$ cat src/rtl/irq_pkg.sv
package irq_pkg;
  localparam int IRQ_LINES = 8;
  localparam int LINE_W    = $clog2(IRQ_LINES);
  localparam int IDX_W     = LINE_W + 1;
  localparam int SW_LINES  = 2;

  typedef logic [IRQ_LINES-1:0] pend_t;

  function automatic logic idx_ok(input logic [IDX_W-1:0] idx);
    return idx < IDX_W'(IRQ_LINES);
  endfunction

  function automatic pend_t line_dec(input logic [IDX_W-1:0] idx);
    pend_t v;
    v = '0;
    v[idx[LINE_W-1:0]] = 1'b1;
    return v;
  endfunction

  function automatic logic gate_ok(input logic en, input logic err, input logic exc,
                                   input pend_t mask, input pend_t pend);
    return en && !err && !exc && ((mask & pend) != '0);
  endfunction
endpackage

$ cat src/rtl/irq_timer_match.sv
module irq_timer_match #(
  parameter int CNT_W = 32
) (
  input  logic             clk,
  input  logic             rst_n,
  input  logic [CNT_W-1:0] cnt_val,
  input  logic [CNT_W-1:0] cmp_val,
  output logic             tmr_evt
);
  assign tmr_evt = (cnt_val == cmp_val) && (cnt_val != '0);


  zero_count_silent_chk: assert property (@(posedge clk) disable iff (!rst_n)
    (cnt_val == '0) |-> !tmr_evt);
endmodule

$ cat src/rtl/irq_pend_reg.sv
module irq_pend_reg
  import irq_pkg::*;
(
  input  logic              clk,
  input  logic              rst_n,
  input  logic              post_vld,
  input  logic [IDX_W-1:0]  post_idx,
  input  logic              clr_vld,
  input  logic [IDX_W-1:0]  clr_idx,
  input  logic              clr_all,
  input  logic              sw_wr,
  input  logic [SW_LINES-1:0] sw_data,
  input  logic              tmr_evt,
  input  logic [LINE_W-1:0] tmr_line,
  output pend_t             pend_q,
  output logic              idx_err
);
  logic  post_go, clr_go;
  pend_t pend_d;

  assign post_go = post_vld && idx_ok(post_idx);
  assign clr_go  = clr_vld && idx_ok(clr_idx);
  assign idx_err = (post_vld && !idx_ok(post_idx)) || (clr_vld && !idx_ok(clr_idx));

  always_comb begin
    pend_d = pend_q;
    if (clr_all) pend_d = '0;
    if (sw_wr)   pend_d[SW_LINES-1:0] = sw_data;
    if (clr_go)  pend_d = pend_d & ~line_dec(clr_idx);
    if (post_go) pend_d = pend_d | line_dec(post_idx);
    if (tmr_evt) pend_d = pend_d | line_dec(IDX_W'(tmr_line));
  end

  always_ff @(posedge clk or negedge rst_n) begin
    if (!rst_n) pend_q <= '0;
    else        pend_q <= pend_d;
  end


  post_sets_chk: assert property (@(posedge clk) disable iff (!rst_n)
    post_go |=> pend_q[$past(post_idx[LINE_W-1:0])]);

  timer_sets_chk: assert property (@(posedge clk) disable iff (!rst_n)
    tmr_evt |=> pend_q[$past(tmr_line)]);

  clear_all_chk: assert property (@(posedge clk) disable iff (!rst_n)
    (clr_all && !post_vld && !tmr_evt && !sw_wr) |=> (pend_q == '0));

  bad_idx_inert_chk: assert property (@(posedge clk) disable iff (!rst_n)
    (idx_err && !post_go && !clr_go && !clr_all && !sw_wr && !tmr_evt) |=> $stable(pend_q));
endmodule

$ cat src/rtl/irq_gate.sv
module irq_gate
  import irq_pkg::*;
(
  input  pend_t pend,
  input  pend_t mask,
  input  logic  glb_en,
  input  logic  err_lvl,
  input  logic  exc_lvl,
  output logic  irq_req,
  output logic  any_pend
);
  assign irq_req  = gate_ok(glb_en, err_lvl, exc_lvl, mask, pend);
  assign any_pend = |pend;
endmodule

$ cat src/rtl/irq_pend_gate.sv
module irq_pend_gate
  import irq_pkg::*;
#(
  parameter int CNT_W = 32
) (
  input  logic                 clk,
  input  logic                 rst_n,
  input  logic                 post_vld,
  input  logic [IDX_W-1:0]     post_idx,
  input  logic                 clr_vld,
  input  logic [IDX_W-1:0]     clr_idx,
  input  logic                 clr_all,
  input  logic                 sw_wr,
  input  logic [SW_LINES-1:0]  sw_data,
  input  logic [CNT_W-1:0]     cnt_val,
  input  logic [CNT_W-1:0]     cmp_val,
  input  logic [LINE_W-1:0]    tmr_line,
  input  logic [IRQ_LINES-1:0] irq_mask,
  input  logic                 glb_en,
  input  logic                 err_lvl,
  input  logic                 exc_lvl,
  output logic [IRQ_LINES-1:0] pend_o,
  output logic                 any_pend,
  output logic                 irq_req,
  output logic                 idx_err
);
  logic  tmr_evt;
  pend_t pend_q;

  irq_timer_match #(.CNT_W(CNT_W)) u_tmr (
    .clk(clk), .rst_n(rst_n), .cnt_val(cnt_val), .cmp_val(cmp_val), .tmr_evt(tmr_evt)
  );

  irq_pend_reg u_reg (
    .clk(clk), .rst_n(rst_n),
    .post_vld(post_vld), .post_idx(post_idx),
    .clr_vld(clr_vld), .clr_idx(clr_idx), .clr_all(clr_all),
    .sw_wr(sw_wr), .sw_data(sw_data),
    .tmr_evt(tmr_evt), .tmr_line(tmr_line),
    .pend_q(pend_q), .idx_err(idx_err)
  );

  irq_gate u_gate (
    .pend(pend_q), .mask(irq_mask), .glb_en(glb_en), .err_lvl(err_lvl),
    .exc_lvl(exc_lvl), .irq_req(irq_req), .any_pend(any_pend)
  );

  assign pend_o = pend_q;


  req_status_chk: assert property (@(posedge clk) disable iff (!rst_n)
    irq_req |-> (glb_en && !err_lvl && !exc_lvl));

  req_implies_pend_chk: assert property (@(posedge clk) disable iff (!rst_n)
    irq_req |-> any_pend);

  sw_upper_keep_chk: assert property (@(posedge clk) disable iff (!rst_n)
    (sw_wr && !post_vld && !clr_vld && !clr_all && !tmr_evt) |=>
      (pend_o[IRQ_LINES-1:SW_LINES] == $past(pend_o[IRQ_LINES-1:SW_LINES])));
endmodule

$ cat config.mk
export PLATFORM = sky130hd
export DESIGN_NAME = irq_pend_gate
export DESIGN_NICKNAME = d
export VERILOG_FILES = /design/src/rtl/irq_pkg.sv /design/src/rtl/irq_timer_match.sv /design/src/rtl/irq_pend_reg.sv /design/src/rtl/irq_gate.sv /design/src/rtl/irq_pend_gate.sv
export SDC_FILE = /design/constraint.sdc
export NUM_CORES = 1
export LEC_CHECK = 0
export BUFFER_PORTS_ARGS = -buffer_cell sky130_fd_sc_hd__buf_2
export CELL_PAD_IN_SITES_DETAIL_PLACEMENT = 1
export CELL_PAD_IN_SITES_GLOBAL_PLACEMENT = 1
export CORE_ASPECT_RATIO = 0.5
export CORE_MARGIN = 8
export CORE_UTILIZATION = 24
export CTS_CLUSTER_DIAMETER = 200
export DETAILED_ROUTE_END_ITERATION = 16
export GPL_ROUTABILITY_DRIVEN = 0
export GPL_TIMING_DRIVEN = 1
export PLACE_DENSITY_LB_ADDON = 0.1
export SETUP_SLACK_MARGIN = 0.02
export SLEW_MARGIN = 20
export SYNTH_ARGS = -nofsm -noshare
export SYNTH_HDL_FRONTEND = slang
export SYNTH_SLANG_ARGS = --single-unit
$ cat constraint.sdc
create_clock -name clk -period 2.83 [get_ports clk]
set_clock_uncertainty 0.05 [all_clocks]
set_input_delay 0.283 -clock clk [delete_from_list [all_inputs] [get_ports clk]]
set_output_delay 0.283 -clock clk [all_outputs]
set_load 0.02 [all_outputs]
==> run_results.csv <==
group,metric,value,unit
status,status,"completed",
timing,max_freq,570,MHz
power,netSwitchingPower,0.143,mW
synthesis,synth_enable_flop_cells,0,
clock_network,post_cts_resized,0,
clock_network,ctsHtreeMaxLevel,1,
clock_network,cts-root-buf,"sky130_fd_sc_hd__clkbuf_8",
route,route.vias.total,1431,
power,pwr-share-seq,28.3,%
synthesis,synth_flop_cell,"sky130_fd_sc_hd__dfrtp_1",
synthesis,flip_flop_and_latch_count_after_synthesis,8,
global_routing,grt_first_pass_wirelength,7.31,mm
power,peakVddDrop,0.146,mV
placement,detailedPlacementHpwl,4.25,mm
synthesis,postSynthCellCount,124,
placement,placement.io_buffers,104,
clock_network,clkTransAtPathRegs,0.04,ns
synthesis,seq_area_frac_synth,20.0,%
timing,fin_crit,1.75,ns
layout,fillers,541,
floorplanning,vertical_die_dimension,61.7,µm
timing,max-slew-margin-rel,67.7,%
timing,timing.final.crit_share,62.0,%
floorplanning,num_rows,16,
global_routing,initial_antenna_violation_count,0,
global_routing,via_count_of_the_first_global_routing_pass,1678,
layout,num-nets-final,327,
timing,rsz0062_at_grt,"no",
route,drt_pre_antenna_iters,4,
layout,diodes,0,
worst_setup_path,cp.arrival,1.80,ns
clock_network,cts.hold.buffers_added,1,
global_routing,overflow,0,
floorplanning,start_util,25.3,%
clock_network,clock_latency,0.22,ns
layout,regMostFlops,"u_reg.pend_q",
clock_network,cts-buffers-inserted,3,
clock_network,number_of_sinks_handled_by_clock_tree_synthesis,8,
global_routing,grt_max_degree,9,
timing,report.final.setup_viol,0,
power,pwr-share-clk,29.4,%
layout,largest_register_ffs,8,
placement,pre_cts_ws,0.932,ns
floorplanning,floorplan.die_area,6630,µm²
clock_network,cts_tree,"yes",
layout,syn2layout_area_growth,63.4,%
worst_setup_path,critPathCaptureType,"flip-flop",
timing,totalNegativeSetupSlack,0,ns
floorplanning,io_pins,105,
power,power_density,276,nW/µm²
timing,postLayoutSetupSlackWorst,1.08,ns
layout,final_layout_size_suffix_gt1_share,47.2,%
synthesis,number_of_warnings_issued_by_yosys,0,
route,wl,4.62,mm
synthesis,synth.lib_cells_used.distinct,27,
timing,slew_at_the_pin_closest_to_its_max_slew_limit,0.484,ns
synthesis,synthArstFlopShare,100,%
power,swShare,31.6,%
power,p_leak,0.783,nW
route,postRouteAntennaNets,0,
global_routing,gr-usage-all-layers,13.6,%
power,comb_power_share,42.3,%
synthesis,synthesis.area_per_instance,8.08,µm²
route,vias_per_cell,5.02,
floorplanning,design.core.area,3960,µm²
route,drt-wirelength-per-cell,16.2,µm
route,drt_drc_violations_left,0,
worst_setup_path,timing.critical_path.required,2.88,ns
timing,slew_violations,0,
worst_setup_path,worst_setup_path_start_kind,"input port",
worst_setup_path,timing.setup.critical_path_class,"in2reg",
synthesis,synthesis.nets,218,
route,drtIter0Drc,18,
floorplanning,die-width,107,µm
power,p_int,0.309,mW
layout,reg.largest.list,"u_reg.pend_q x8",
synthesis,synthesis.area,1000,µm²
hold_path,timing.hold.worst.class,"in2reg",
clock_network,cts_setup_buffers,0,
worst_setup_path,critPathMaxFanout,8,
timing,number_of_hold_violations_in_the_final_report,0,
job,cap_violations,0,
clock_network,clk_path_buf_depth,2,
-- logic make-up (layout without fill, tap and decap cells) --
group	after synthesis	in the layout	share of synthesized area (%)
AOI/OAI and AO/OA	26	26	19.6
xor gates and xnor gates	32	32	28.0
buffers and inverters	6	113	2.25
DFF	8	8	20.0
and+or+nand+nor	52	52	30.2
-- cells in the final DEF, fill, tap and decap left out, types with 2 or more instances in the layout --
cell,netlist,routed
sky130_fd_sc_hd__nand3b_1,3,3
sky130_fd_sc_hd__nor3_1,3,3
sky130_fd_sc_hd__nand2b_1,2,2
sky130_fd_sc_hd__o311a_1,2,2
sky130_fd_sc_hd__a22oi_1,5,5
sky130_fd_sc_hd__xor2_1,16,16
sky130_fd_sc_hd__nor2_1,8,8
sky130_fd_sc_hd__inv_1,5,5
sky130_fd_sc_hd__clkbuf_8,0,3
sky130_fd_sc_hd__o41ai_1,6,6
sky130_fd_sc_hd__nor3b_1,4,4
sky130_fd_sc_hd__xnor2_1,16,16
sky130_fd_sc_hd__nand3_1,3,3
sky130_fd_sc_hd__a21oi_1,2,2
sky130_fd_sc_hd__dfrtp_1,8,8
sky130_fd_sc_hd__buf_2,0,104
sky130_fd_sc_hd__a31oi_1,6,6
sky130_fd_sc_hd__nand4_1,8,8
sky130_fd_sc_hd__nor4_1,14,14
sky130_fd_sc_hd__nand2_1,4,4
-- power by group through the flow --
| stage | Sequential, mW | Combinational [mW] | Clock, mW |
|---|---|---|---|
| final | 0.128 | 0.191 | 0.133 |
| after global routing | 0.129 | 0.212 | 0.142 |
| after CTS | 0.128 | 0.194 | 0.137 |
| after detailed placement | 0.129 | 0.192 | 0 |
| after global placement | 0.130 | 0.188 | 0 |
| after floorplan | 0.134 | 0.0755 | 0 |
-- worst paths after layout --
kind	from	to	slack, ns	depth (start not counted)
min in group asynchronous	rst_n	u_reg.pend_q[0]$_DFF_PN0_	0.38	2
worst min register to register	u_reg.pend_q[4]$_DFF_PN0_	u_reg.pend_q[4]$_DFF_PN0_	0.57	2
worst min-delay path	tmr_line[0]	u_reg.pend_q[2]$_DFF_PN0_	0.26	2
worst max-delay path	cmp_val[31]	u_reg.pend_q[7]$_DFF_PN0_	1.08	5
max in group asynchronous	rst_n	u_reg.pend_q[7]$_DFF_PN0_	2.18	2
worst max register to register	u_reg.pend_q[1]$_DFF_PN0_	u_reg.pend_q[1]$_DFF_PN0_	1.64	5
-- final cells by class --
type / instances / area [µm²] / area share (%)
Sequential cell: 8 / 200 / 12.2
Inverter: 5 / 18.8 / 1.15
Tap cell: 54 / 67.6 / 4.13
Multi-Input combinational cell: 110 / 779 / 47.6
Timing Repair Buffer: 105 / 531 / 32.4
Clock buffer: 3 / 41.3 / 2.52
-- synthesized netlist by cell type, drive strengths merged, types with 2 or more instances --
master	instances	area share, %
inv	5	1.9
nand3b	3	2.2
a31oi	6	3.7
nand2b	2	1.2
xnor2	16	14
nor3b	4	3.0
o21ai	2	1.4
nor3	3	1.5
dfrtp	8	20
a22oi	5	3.7
o41ai	6	5.2
nand2	4	1.5
a21oi	2	1.0
xor2	16	14
nor4	15	10
o311a	2	2.0
nand3	3	1.5
nand4	8	5.0
nor2	8	3.0
-- critical path: stages --
cell                      delay [ns]
sky130_fd_sc_hd__buf_2          0.10
sky130_fd_sc_hd__xor2_1         0.15
sky130_fd_sc_hd__nor4_1         0.42
sky130_fd_sc_hd__nand4_1        0.38
sky130_fd_sc_hd__o41ai_1        0.46
-- metal layers --
metal | share of wire [%] | wire length [µm] | track usage (%)
met5 | 0 | 0 | 0
met4 | 0.84 | 39 | 2.93
met3 | 14 | 654 | 5.86
met2 | 45 | 2060 | 24.0
met1 | 40 | 1870 | 15.2
-- per-stage QoR --
| step | area (µm²) | power [mW] | util [%] | instances | hold WS (ns) |
|---|---|---|---|---|---|
| after floorplan | 1000 | 0.209 | - | 124 | -0.0626 |
| after detailed placement | 1590 | 0.322 | 40.0 | 281 | 0.0854 |
| after CTS | 1640 | 0.459 | 41.3 | 285 | 0.259 |
| final | 1640 | 0.451 | 41.3 | 285 | 0.262 |
| after global placement | 1590 | 0.318 | 40.0 | 281 | 0.0794 |
| after global routing | 1640 | 0.482 | 41.3 | 285 | 0.284 |
No activity file was read; power rests on OpenSTA's default activity.
